[config.mk]
export PLATFORM = sky130hd
export DESIGN_NAME = lp_clk_ctrl
export DESIGN_NICKNAME = d
export VERILOG_FILES = /design/src/rtl/lp_pkg.sv /design/src/rtl/lp_wake.sv /design/src/rtl/lp_fsm.sv /design/src/rtl/lp_out.sv /design/src/rtl/lp_clk_ctrl.sv
export SDC_FILE = /design/constraint.sdc
export NUM_CORES = 1
export LEC_CHECK = 0
export BUFFER_PORTS_ARGS = -buffer_cell sky130_fd_sc_hd__buf_2
export CAP_MARGIN = 20
export CORE_AREA = 2 2 39 41
export DETAILED_ROUTE_END_ITERATION = 6
export DIE_AREA = 0 0 41 43
export GPL_TIMING_DRIVEN = 0
export HOLD_SLACK_MARGIN = 0.06
export SLEW_MARGIN = 40
export SYNTH_ARGS = -nofsm -noshare
export SYNTH_HDL_FRONTEND = slang
export SYNTH_SLANG_ARGS = --single-unit
[constraint.sdc]
create_clock -name clk -period 3.25 [get_ports clk]
set_input_delay 0 -clock clk [delete_from_list [all_inputs] [get_ports clk]]
set_output_delay 0 -clock clk [all_outputs]
set_load 0.05 [all_outputs]
[src/rtl/lp_pkg.sv]
package lp_pkg;
    typedef enum logic [2:0] {
        ST_NORMAL = 3'd0,
        ST_AHALT  = 3'd1,
        ST_GRANT  = 3'd2,
        ST_HGSNP  = 3'd3,
        ST_SLEEP  = 3'd4,
        ST_DEEP   = 3'd5
    } lp_state_e;
endpackage

[src/rtl/lp_wake.sv]
module lp_wake #(
    parameter int STABLE_CNT = 4
) (
    input  logic clk,
    input  logic rst,
    input  logic in_deep,
    input  logic bclk_ok,
    input  logic clk_stable,
    output logic wake_ok
);
    localparam int CW = (STABLE_CNT > 1) ? $clog2(STABLE_CNT) : 1;
    localparam logic [CW-1:0] LAST = CW'(STABLE_CNT - 1);

    logic [CW-1:0] run_q;
    logic          good;

    assign good    = in_deep && bclk_ok && clk_stable;
    assign wake_ok = good && (run_q == LAST);

    always_ff @(posedge clk) begin
        if (rst || !good) begin
            run_q <= '0;
        end else if (run_q != LAST) begin
            run_q <= run_q + 1'b1;
        end
    end
endmodule

[src/rtl/lp_fsm.sv]
module lp_fsm
    import lp_pkg::*;
(
    input  logic      clk,
    input  logic      rst,
    input  logic      halt,
    input  logic      stpgnt_req,
    input  logic      sleep_req,
    input  logic      bclk_ok,
    input  logic      snoop_req,
    input  logic      snoop_done,
    input  logic      irq,
    input  logic      wake_ok,
    output lp_state_e state
);
    lp_state_e state_q, state_d;
    lp_state_e ret_q, ret_d;

    always_ff @(posedge clk) begin
        if (rst) begin
            state_q <= ST_NORMAL;
            ret_q   <= ST_AHALT;
        end else begin
            state_q <= state_d;
            ret_q   <= ret_d;
        end
    end

    always_comb begin
        state_d = state_q;
        ret_d   = ret_q;
        unique case (state_q)
            ST_NORMAL: begin
                if (stpgnt_req)  state_d = ST_GRANT;   // GRANT_ENTER
                else if (halt)   state_d = ST_AHALT;   // HALT_ENTER
            end
            ST_AHALT: begin
                if (stpgnt_req) begin
                    state_d = ST_GRANT;                 // GRANT_ENTER
                end else if (snoop_req) begin
                    state_d = ST_HGSNP;                 // SNOOP_ENTER
                    ret_d   = ST_AHALT;
                end else if (irq) begin
                    state_d = ST_NORMAL;                // IRQ_WAKE
                end
            end
            ST_GRANT: begin
                if (!stpgnt_req) begin
                    state_d = ST_NORMAL;                // GRANT_RELEASE
                end else if (sleep_req) begin
                    state_d = ST_SLEEP;                 // SLEEP_ENTER
                end else if (snoop_req) begin
                    state_d = ST_HGSNP;                 // SNOOP_ENTER
                    ret_d   = ST_GRANT;
                end
            end
            ST_HGSNP: begin
                if (snoop_done) state_d = ret_q;        // SNOOP_RETURN
            end
            ST_SLEEP: begin
                if (!bclk_ok)        state_d = ST_DEEP;  // DEEP_ENTER
                else if (!sleep_req) state_d = ST_GRANT; // SLEEP_EXIT
            end
            ST_DEEP: begin
                if (wake_ok) state_d = ST_SLEEP;        // DEEP_EXIT
            end
            default: state_d = ST_NORMAL;
        endcase
    end

    assign state = state_q;
endmodule

[src/rtl/lp_out.sv]
module lp_out
    import lp_pkg::*;
(
    input  lp_state_e state,
    output logic      cache_en,
    output logic      snoop_en,
    output logic      irq_en,
    output logic      pic_off_ok
);
    always_comb begin
        cache_en   = 1'b1;
        snoop_en   = 1'b1;
        irq_en     = 1'b1;
        pic_off_ok = 1'b0;
        unique case (state)
            ST_NORMAL, ST_AHALT, ST_GRANT, ST_HGSNP: ;
            ST_SLEEP: begin
                snoop_en   = 1'b0;
                irq_en     = 1'b0;
                pic_off_ok = 1'b1;
            end
            ST_DEEP: begin
                cache_en   = 1'b0;
                snoop_en   = 1'b0;
                irq_en     = 1'b0;
                pic_off_ok = 1'b1;
            end
            default: ;
        endcase
    end
endmodule

[src/rtl/lp_clk_ctrl.sv]
module lp_clk_ctrl
    import lp_pkg::*;
#(
    parameter int STABLE_CNT = 4
) (
    input  logic       clk,
    input  logic       rst,
    input  logic       halt_i,
    input  logic       stpgnt_req_i,
    input  logic       sleep_req_i,
    input  logic       bclk_ok_i,
    input  logic       snoop_req_i,
    input  logic       snoop_done_i,
    input  logic       irq_i,
    input  logic       clk_stable_i,
    output logic [2:0] state_o,
    output logic       cache_clk_en_o,
    output logic       snoop_en_o,
    output logic       irq_en_o,
    output logic       pic_clk_off_ok_o
);
    lp_state_e cur_st;
    logic      wake_ok;

    lp_wake #(.STABLE_CNT(STABLE_CNT)) u_wake (
        .clk        (clk),
        .rst        (rst),
        .in_deep    (cur_st == ST_DEEP),
        .bclk_ok    (bclk_ok_i),
        .clk_stable (clk_stable_i),
        .wake_ok    (wake_ok)
    );

    lp_fsm u_fsm (
        .clk        (clk),
        .rst        (rst),
        .halt       (halt_i),
        .stpgnt_req (stpgnt_req_i),
        .sleep_req  (sleep_req_i),
        .bclk_ok    (bclk_ok_i),
        .snoop_req  (snoop_req_i),
        .snoop_done (snoop_done_i),
        .irq        (irq_i),
        .wake_ok    (wake_ok),
        .state      (cur_st)
    );

    lp_out u_out (
        .state      (cur_st),
        .cache_en   (cache_clk_en_o),
        .snoop_en   (snoop_en_o),
        .irq_en     (irq_en_o),
        .pic_off_ok (pic_clk_off_ok_o)
    );

    assign state_o = cur_st;
endmodule

Yosys cells after proc, flatten, opt, wreduce, memory -nomap -nowiden
Cells that the tools add are included.

Bits in registers: 8. Output and inout port bits: 7.

Add/sub/neg operators: 1. Eq/ne operators: 18. Mux-type cells: 22. Reduce and logical (&&, ||, !) cells: 10.

Operator list (number): 3-bit 2-to-1 mux (17); 3-bit case mux with 6 select lines (1); 2-bit != test, second input constant (7); 6-bit AND reduction (2); 4-bit != test, second input constant (2); 3-bit by 2-bit == test with 1-bit output, second input constant (2); 3-bit == test, second input constant (2); 3-bit != test, second input constant (2); 3-bit case mux with 2 select lines (1); 3-bit by 1-bit == test with 1-bit output, second input constant (1); 1-bit logical AND (3); 3-bit zero test (1); 1-bit 2-to-1 mux (3); 2-bit by 1-bit adder with 2-bit output, second input constant (1); 2-bit == test, second input constant (1); 2-bit by 1-bit != test with 1-bit output, second input constant (1); 2-bit nonzero test (1); 2-bit OR reduction (1); 1-bit zero test (1); 1-bit logical OR (1).

Longest topological paths before layout
Gate-level depths: netlist of the first run.

Depth in word-level cells: 6. Depth in mapped cells: 5. Depth with buffers taken out: 5.

Hierarchy
A second synthesis of the first run with hierarchy kept.

Cell total of the unflattened synthesis: 69. Area total of the unflattened synthesis: 523.0 µm².

Modules (own cells, without submodules): lp_fsm (times used 1, cells each 54, area each 387.9 µm², seq. area each 100.1 µm²); lp_wake (times used 1, cells each 10, area each 98.8 µm², seq. area each 40.0 µm²); lp_out (times used 1, cells each 4, area each 27.5 µm², seq. area each 0.0 µm²); lp_clk_ctrl (times used 1, cells each 1, area each 8.8 µm², seq. area each 0.0 µm²).

Worst setup path before layout of the first run
OpenSTA, ideal clock, no wires.

Kind: register -> register. From: reg u_fsm.state_q[2], in the netlist u_fsm.state[2]. To: reg u_fsm.state_q[2], in the netlist u_fsm.state[2]. Setup time: 70 ps. Arrival time: 2489 ps. Slack: 691 ps. Stages on the path, launching flop included: 5. Path buffers: 0. Clock period less this slack: 2559 ps. Cell sequence: dfxtp_1 nor2b_1 inv_1 a21o_1 a21oi_1.

Cells in the longest elaborated chain, start to end: 6. Elaborated cells on any way between the ends: 17.

Ends and longest elaborated chain: start: declaration (RTL line lp_fsm.sv:16) `lp_state_e state_q, state_d;`; start signal: assignment (RTL line lp_fsm.sv:24) `state_q <= state_d;`; 3-bit == test (RTL line lp_fsm.sv:32, lp_clk_ctrl.sv:28); 1-bit logical AND (2 in a row) (RTL line lp_wake.sv:17) `assign good = in_deep && bclk_ok && clk_stable;`; 1-bit logical AND (RTL line lp_wake.sv:18) `assign wake_ok = good && (run_q == LAST);`; 2-bit by 1-bit != test with 1-bit output (no source line); 6-bit AND reduction (no source line).

Several ways; a longest one is shown, not always the timed one. A chain may end at the register's enable or synchronous reset.

Worst setup path after layout of the first run
From: reg u_fsm.state_q[1], in the netlist u_fsm.state[1]. To: reg u_fsm.state_q[1], in the netlist u_fsm.state[1].

Same word-level chain as after synthesis.

==> results.yml, run 1 <==
setup_path:
  end_kind: "flip-flop"
  path_buf_inv: 1
  cp_max_fo: 10
  path_cells: "buf_4, nand3b_1, o22ai_1, nor4_1, mux2i_1"
  crit_arrival_ns: 1.81
  path_class: "flip-flop to flip-flop"
  max_stage_delay_ns: 0.42
  critPathRequiredTime_ns: 3.42
  critPathTopFamily: "simple AND/OR/NAND/NOR gates"
  worst_path_max_delay_cell: "dfxtp_1"
  startpoint_type: "flip-flop"
finish:
  fillers: 149
  final_core_util: 0.4765
  nets: 99
  syn_to_final_growth_pct: 31.09
  final_common_cell: "buf_2"
  seq_area_um2: 140.1
  final_cell_mix: "buf_2, dfxtp_1, nand2_1"
  drive_gt1_frac: 0.2644
  antenna_cells: 0
  multiInputGateArea_um2: 327.8
timing:
  tns_ns: 0
  fin_skew_ns: 0.005315
  finalSetupViolations: 0
  hold_violations: 0
  slew_headroom: 0.6714
  finalMaxSlewViolations: 0
  fin_crit_sh: 0.5029
  hold_slack_ns: 0.08864
  rsz0062_at_grt: "no"
  tightest_slew_ns: 0.4885
  max_freq_mhz: 611.8
  period_needed_ns: 1.635
cts:
  cts_root_buf: "clkbuf_4"
  clockBufferDepth: 2
  clk_pin_slew_ns: 0.05
  cts_resized: 0
  cts_tree: "done"
  htreeDepth: 1
  clock_latency_ns: 0.25
  cts_sinks: 7
  cts_buffers: 3
detailed_routing:
  ant_nets: 0
  vias: 546
  drcViolationCount: 0
  via_per_inst: 5.301
  routed_wl_um: 1247
  met3WireLength_um: 68
  top_layer: "met4"
  met2_length_um: 569
  firstDrtPassIters: 4
  wl_met1_um: 597
  wire_per_inst_um: 12.11
  first_iter_violations: 7
pwr:
  p_clk_frac: 0.168
  power.internal_mw: 0.2467
  sw_frac_of_total: 0.4703
  power_frac_comb: 0.569
  pwr-share-seq: 0.263
  pwr_density_cell_nw_per_um2: 706.4
  peakVddDrop_v: 0.0002586
  p_leak_nw: 0.2918
  switchingPower_mw: 0.2191
logic_synthesis:
  synth.avg_cell_area_um2: 7.859
  synth_cell_types: 32
  syn_inst: 64
  synth_fp_nets: 75
  synth_seq_cells: 7
  syn-cell-area_um2: 503.0
  ys_seq_area_frac: 0.2786
  yosys_warnings: 0
floorplan:
  start_util: 0.3635
  die_w_um: 41
  die_area_um2: 1763
  io_pins: 17
  fp.dieH_um: 43
  core_area_um2: 1384
  rows: 14
placed_design:
  port_buffers: 16
  dp_hpwl_um: 932.5
  gp_congestion: 0.7551
grt:
  grt_overflow: 0
  antenna_found_initial: 0
  grt_pass1_vias: 466
  grt_max_degree: 11
  grt_usage: 0.1581
  grt_pass1_wl_um: 1863
outcome:
  outcome: "finished, final reports clean"
flow_run:
  max-cap-violations: 0
min_path:
  min_path_type: "input pin to flip-flop"
-- power groups by stage --
stage / registers [mW] / logic, mW / clock network (mW)
CTS: 0.123 / 0.265 / 0.0836
floorplan: 0.168 / 0.159 / 0
finish: 0.122 / 0.265 / 0.0783
detailed placement: 0.125 / 0.260 / 0
global route: 0.126 / 0.284 / 0.0894
global placement: 0.125 / 0.260 / 0
-- sequential cells by signal (all words and copies together) (netlist names) --
name	flops
u_fsm.ret_q	2
u_wake.run_q	2
u_fsm.state	3
-- synthesized netlist by cell type --
cell	number	area, um2
and4_4	1	11.26
o21ai_0	1	5.000
nor2b_1	2	12.51
and2b_1	1	7.510
buf_2	1	5.000
nand2_1	6	22.52
o21ai_1	1	5.000
nor3_1	4	20.02
o31ai_1	1	7.510
mux2i_1	2	20.02
dfxtp_1	7	140.1
nand3_1	1	5.000
nand3b_1	2	15.01
inv_1	4	15.01
buf_4	2	15.01
a21o_1	1	7.510
o41a_1	1	11.26
ha_1	1	12.51
or3_1	1	6.260
a21oi_1	4	20.02
xor2_1	1	8.760
a311oi_1	1	8.760
o22ai_1	2	12.51
nand2b_1	3	18.77
nand4bb_1	1	11.26
nor2_1	2	7.510
nor4bb_1	1	10.01
a21boi_0	1	7.510
or4_1	2	15.01
and3_1	2	12.51
nor3b_1	1	7.510
nor4_1	3	18.77
-- worst paths after layout --
kind,from,end,slack (ns),depth (start not counted)
hold reg to reg,u_fsm.ret_q[1]$_SDFFE_PP0P_,u_fsm.ret_q[1]$_SDFFE_PP0P_,0.46,2
setup / recovery,u_fsm.state[1]$_SDFFE_PP0P_,u_fsm.state[1]$_SDFFE_PP0P_,1.62,5
setup reg to reg,u_fsm.state[1]$_SDFFE_PP0P_,u_fsm.state[1]$_SDFFE_PP0P_,1.62,5
hold / removal,bclk_ok_i,u_fsm.state[2]$_SDFFE_PP0P_,0.09,3
-- cell families (layout without fill, tap and decap cells) --
logic type | Yosys count | in the layout | synth area share
buffers and inverters | 7 | 30 | 0.06962
adder cells (fa/ha/maj) | 1 | 1 | 0.02487
AND/OR/NAND/NOR | 33 | 33 | 0.4005
multiplexers | 2 | 2 | 0.03980
AO/OA/AOI/OAI | 13 | 13 | 0.1692
flip-flops | 7 | 7 | 0.2786
XOR/XNOR | 1 | 1 | 0.01742
-- layout make-up --
cell class              count  area share
plain buffers               3     0.03036
flip-flops and latches      7      0.2125
multi-input cells          50      0.4972
repair buffers             19      0.1670
well taps                  16     0.03036
clock buffers               4     0.03985
inverters                   4     0.02277
-- repair_timing --
action,in CTS,in global routing
hold buffers,3,0
endpoints found under the hold margin,5,0
buffers inserted,0,0
endpoints found under the setup margin,0,0
-- per-stage QoR --
| stage | setup slack, ns | area [um2] | cells | total power [mW] |
|---|---|---|---|---|
| after floorplan | 0.6911 | 503.0 | 64 | 0.3276 |
| after global placement | 1.622 | 603.1 | 96 | 0.3846 |
| after detailed placement | 1.628 | 603.1 | 96 | 0.3849 |
| after CTS | 1.617 | 659.4 | 103 | 0.4716 |
| after global routing | 1.507 | 659.4 | 103 | 0.4992 |
| final | 1.615 | 659.4 | 103 | 0.4658 |
-- layer usage --
layer / track usage / vias to the layer above
met5: 0 / -
met4: 0.1000 / 0
met3: 0.03141 / 2
met2: 0.2438 / 12
met1: 0.1883 / 246
li1: - / 286
-- worst min-delay path: stages --
cell and delay, ns:
buf_2 0.12, a21o_1 0.11, a21oi_1 0.06
Note: power is estimated with default switching activity, not from simulation.
==> inputs of run 2 (changes only) <==
--- a/config.mk
+++ b/config.mk
@@ -12,6 +12,7 @@
 export DIE_AREA = 0 0 41 43
 export GPL_TIMING_DRIVEN = 0
 export HOLD_SLACK_MARGIN = 0.06
+export PLACE_DENSITY = 0.65
 export SLEW_MARGIN = 40
 export SYNTH_ARGS = -nofsm -noshare
 export SYNTH_HDL_FRONTEND = slang
==> constraint.sdc (replaced) <==
create_clock -name clk -period 1.4 [get_ports clk]
set_input_delay 0 -clock clk [delete_from_list [all_inputs] [get_ports clk]]
set_output_delay 0 -clock clk [all_outputs]
set_load 0.05 [all_outputs]
==> run 2 against run 1 <==
Against the previous run:
- the run now ends with negative setup slack left
- via count rose by 9.7%
- die area did not move
- first-iteration DRC count increased by 57%
- wire length up 16%
- combinational power increased to 3.0 times the previous value
- sequential share of layout area decreased by 2.9 points
- clock-buffer cell count is the same
- non-clock buffer count is 5 higher
- maximum frequency up 11%
- clock skew decreased by 0.00077 ns
- cell count grew 4.9%
- critical path depth is 1 lower
==> results.yml, run 2 (synthesis results as in run 1) <==
cts:
  cts_tree: "done"
  cts_buffers: 3
  clock_latency_ns: 0.26
  htreeDepth: 1
  cts_root_buf: "clkbuf_4"
  cts_sinks: 7
  clk_pin_slew_ns: 0.05
  clockBufferDepth: 2
placed_design:
  port_buffers: 16
  dp_cells: 96
  preCtsSetupSlack_ns: -0.1427
  dp_hpwl_um: 966.8
  gp_congestion: 0.7571
pwr:
  pwr_density_cell_nw_per_um2: 1600
  peakVddDrop_v: 0.0006898
  total_power_mw: 1.323
  p_leak_nw: 0.3368
detailed_routing:
  drcViolationCount: 0
  first_iter_violations: 11
  vias: 599
  ant_nets: 0
  wire_per_inst_um: 13.42
  via_per_inst: 5.546
  firstDrtPassIters: 4
  routed_wl_um: 1449
setup_path:
  r2r_start: "u_fsm.state[0]$_SDFFE_PP0P_"
  path_class: "flip-flop to flip-flop"
  cp_max_fo: 3
  cp.depth: 4
  path_cells: "or4_4, a21oi_4, nor4_4, a311oi_1"
  startpoint_type: "flip-flop"
  max_stage_delay_ns: 0.54
  r2r-end: "u_fsm.state[0]$_SDFFE_PP0P_"
  path_buf_inv: 0
  worst_path_max_delay_cell: "or4_4"
  cp-startpoint: "u_fsm.state[0]$_SDFFE_PP0P_"
  critPathTopFamily: "simple AND/OR/NAND/NOR gates"
  end_kind: "flip-flop"
  critPathRequiredTime_ns: 1.56
  crit_arrival_ns: 1.64
  r2r_slack_ns: -0.08
  ff2ff_path_depth: 4
finish:
  antenna_cells: 0
  largest_register_ffs: 3
  final_core_util: 0.5976
  final_common_cell: "buf_2"
  fin_cells: 108
  drive_gt1_frac: 0.4783
  syn_to_final_growth_pct: 64.43
  nets: 104
  final_cell_mix: "buf_2, nand2_1, buf_4"
min_path:
  min_path_type: "input pin to flip-flop"
  min_path_cells: 3
  min_from: "sleep_req_i"
  hold-path-endpoint: "u_fsm.state[2]$_SDFFE_PP0P_"
floorplan:
  core_area_um2: 1384
  fp.dieH_um: 43
  rows: 14
  die_area_um2: 1763
  io_pins: 17
  die_w_um: 41
  start_util: 0.3635
grt:
  grt_overflow: 0
  grt_usage: 0.1752
  grt_max_degree: 11
  antenna_found_initial: 0
  grt_pass1_wl_um: 2035
  grt_pass1_vias: 520
timing:
  fin_skew_ns: 0.004545
  tns_ns: -0.07663
  fin_crit_sh: 1.055
  max_freq_mhz: 677.2
  tightest_slew_ns: 0.2730
  period_needed_ns: 1.477
  finalSetupViolations: 1
  slew_headroom: 0.8170
  finalMaxSlewViolations: 0
  layout_setup_ws_ns: -0.07663
  rsz0062_at_grt: "yes"
  hold_violations: 0
flow_run:
  max-cap-violations: 0
outcome:
  violations: "negative setup slack"
  outcome: "finished, violations left"
-- run 2: cell count changes in the layout (fill, tap and decap cells not counted), moves of 3 or more --
| cell | before | now |
|---|---|---|
| buf_6 | 0 | 4 |
| dfxtp_4 | 0 | 3 |
| buf_4 | 2 | 5 |
| dfxtp_1 | 7 | 4 |
-- run 2: worst max path at each step --
stage	end	slack [ns]
global route	u_fsm.state[0]$_SDFFE_PP0P_	-0.14
finish	u_fsm.state[0]$_SDFFE_PP0P_	-0.08
floorplan	u_fsm.state[0]$_SDFFE_PP0P_	-0.48
detailed placement	u_fsm.state[0]$_SDFFE_PP0P_	-0.14
CTS	u_fsm.state[0]$_SDFFE_PP0P_	-0.09
global placement	u_fsm.state[0]$_SDFFE_PP0P_	-0.14
-- run 2: repair_timing --
item,in CTS,in global routing
resized for setup,11,6
cloned,0,1
endpoints found under the setup margin,3,5
pin swaps,9,2
endpoints found under the hold margin,6,0
buffers inserted,3,1
hold buffers,3,0
-- run 2: tightest hold or removal path, delay by kind of cell --
kind                   cells  cell delay, ns
AOI/OAI and AO/OA          2            0.14
buffers and inverters      1            0.14
-- run 2: area by class of cell --
class / instances / area [um2]
plain buffers: 3 / 30.03
flip-flops and latches: 7 / 151.4
repair buffers: 24 / 157.7
inverters: 4 / 18.77
multi-input cells: 50 / 422.9
clock buffers: 4 / 26.28
fillers: 128 / 556.8
well taps: 16 / 20.02
-- run 2: stage by stage --
step / area, um2 / hold WS (ns)
floorplan: 541.8 / 0.05936
global placement: 641.9 / 0.2596
detailed placement: 641.9 / 0.2548
CTS: 780.7 / 0.06895
global route: 827.0 / 0.07214
finish: 827.0 / 0.07195
-- run 2: metal layers --
layer / up-vias / GRT usage / wire (um)
li1: 296 / - / -
met1: 277 / 0.2013 / 615
met2: 21 / 0.2625 / 700
met3: 5 / 0.03141 / 91
met4: 0 / 0.1467 / 42
met5: - / 0 / 0
-- run 2: power breakdown --
part           internal [mW]  total [mW]  switching (mW)  leakage, nW
Clock                  0.109       0.188          0.0793       0.0150
Combinational          0.359       0.805           0.446        0.263
Sequential             0.260       0.330          0.0699       0.0590
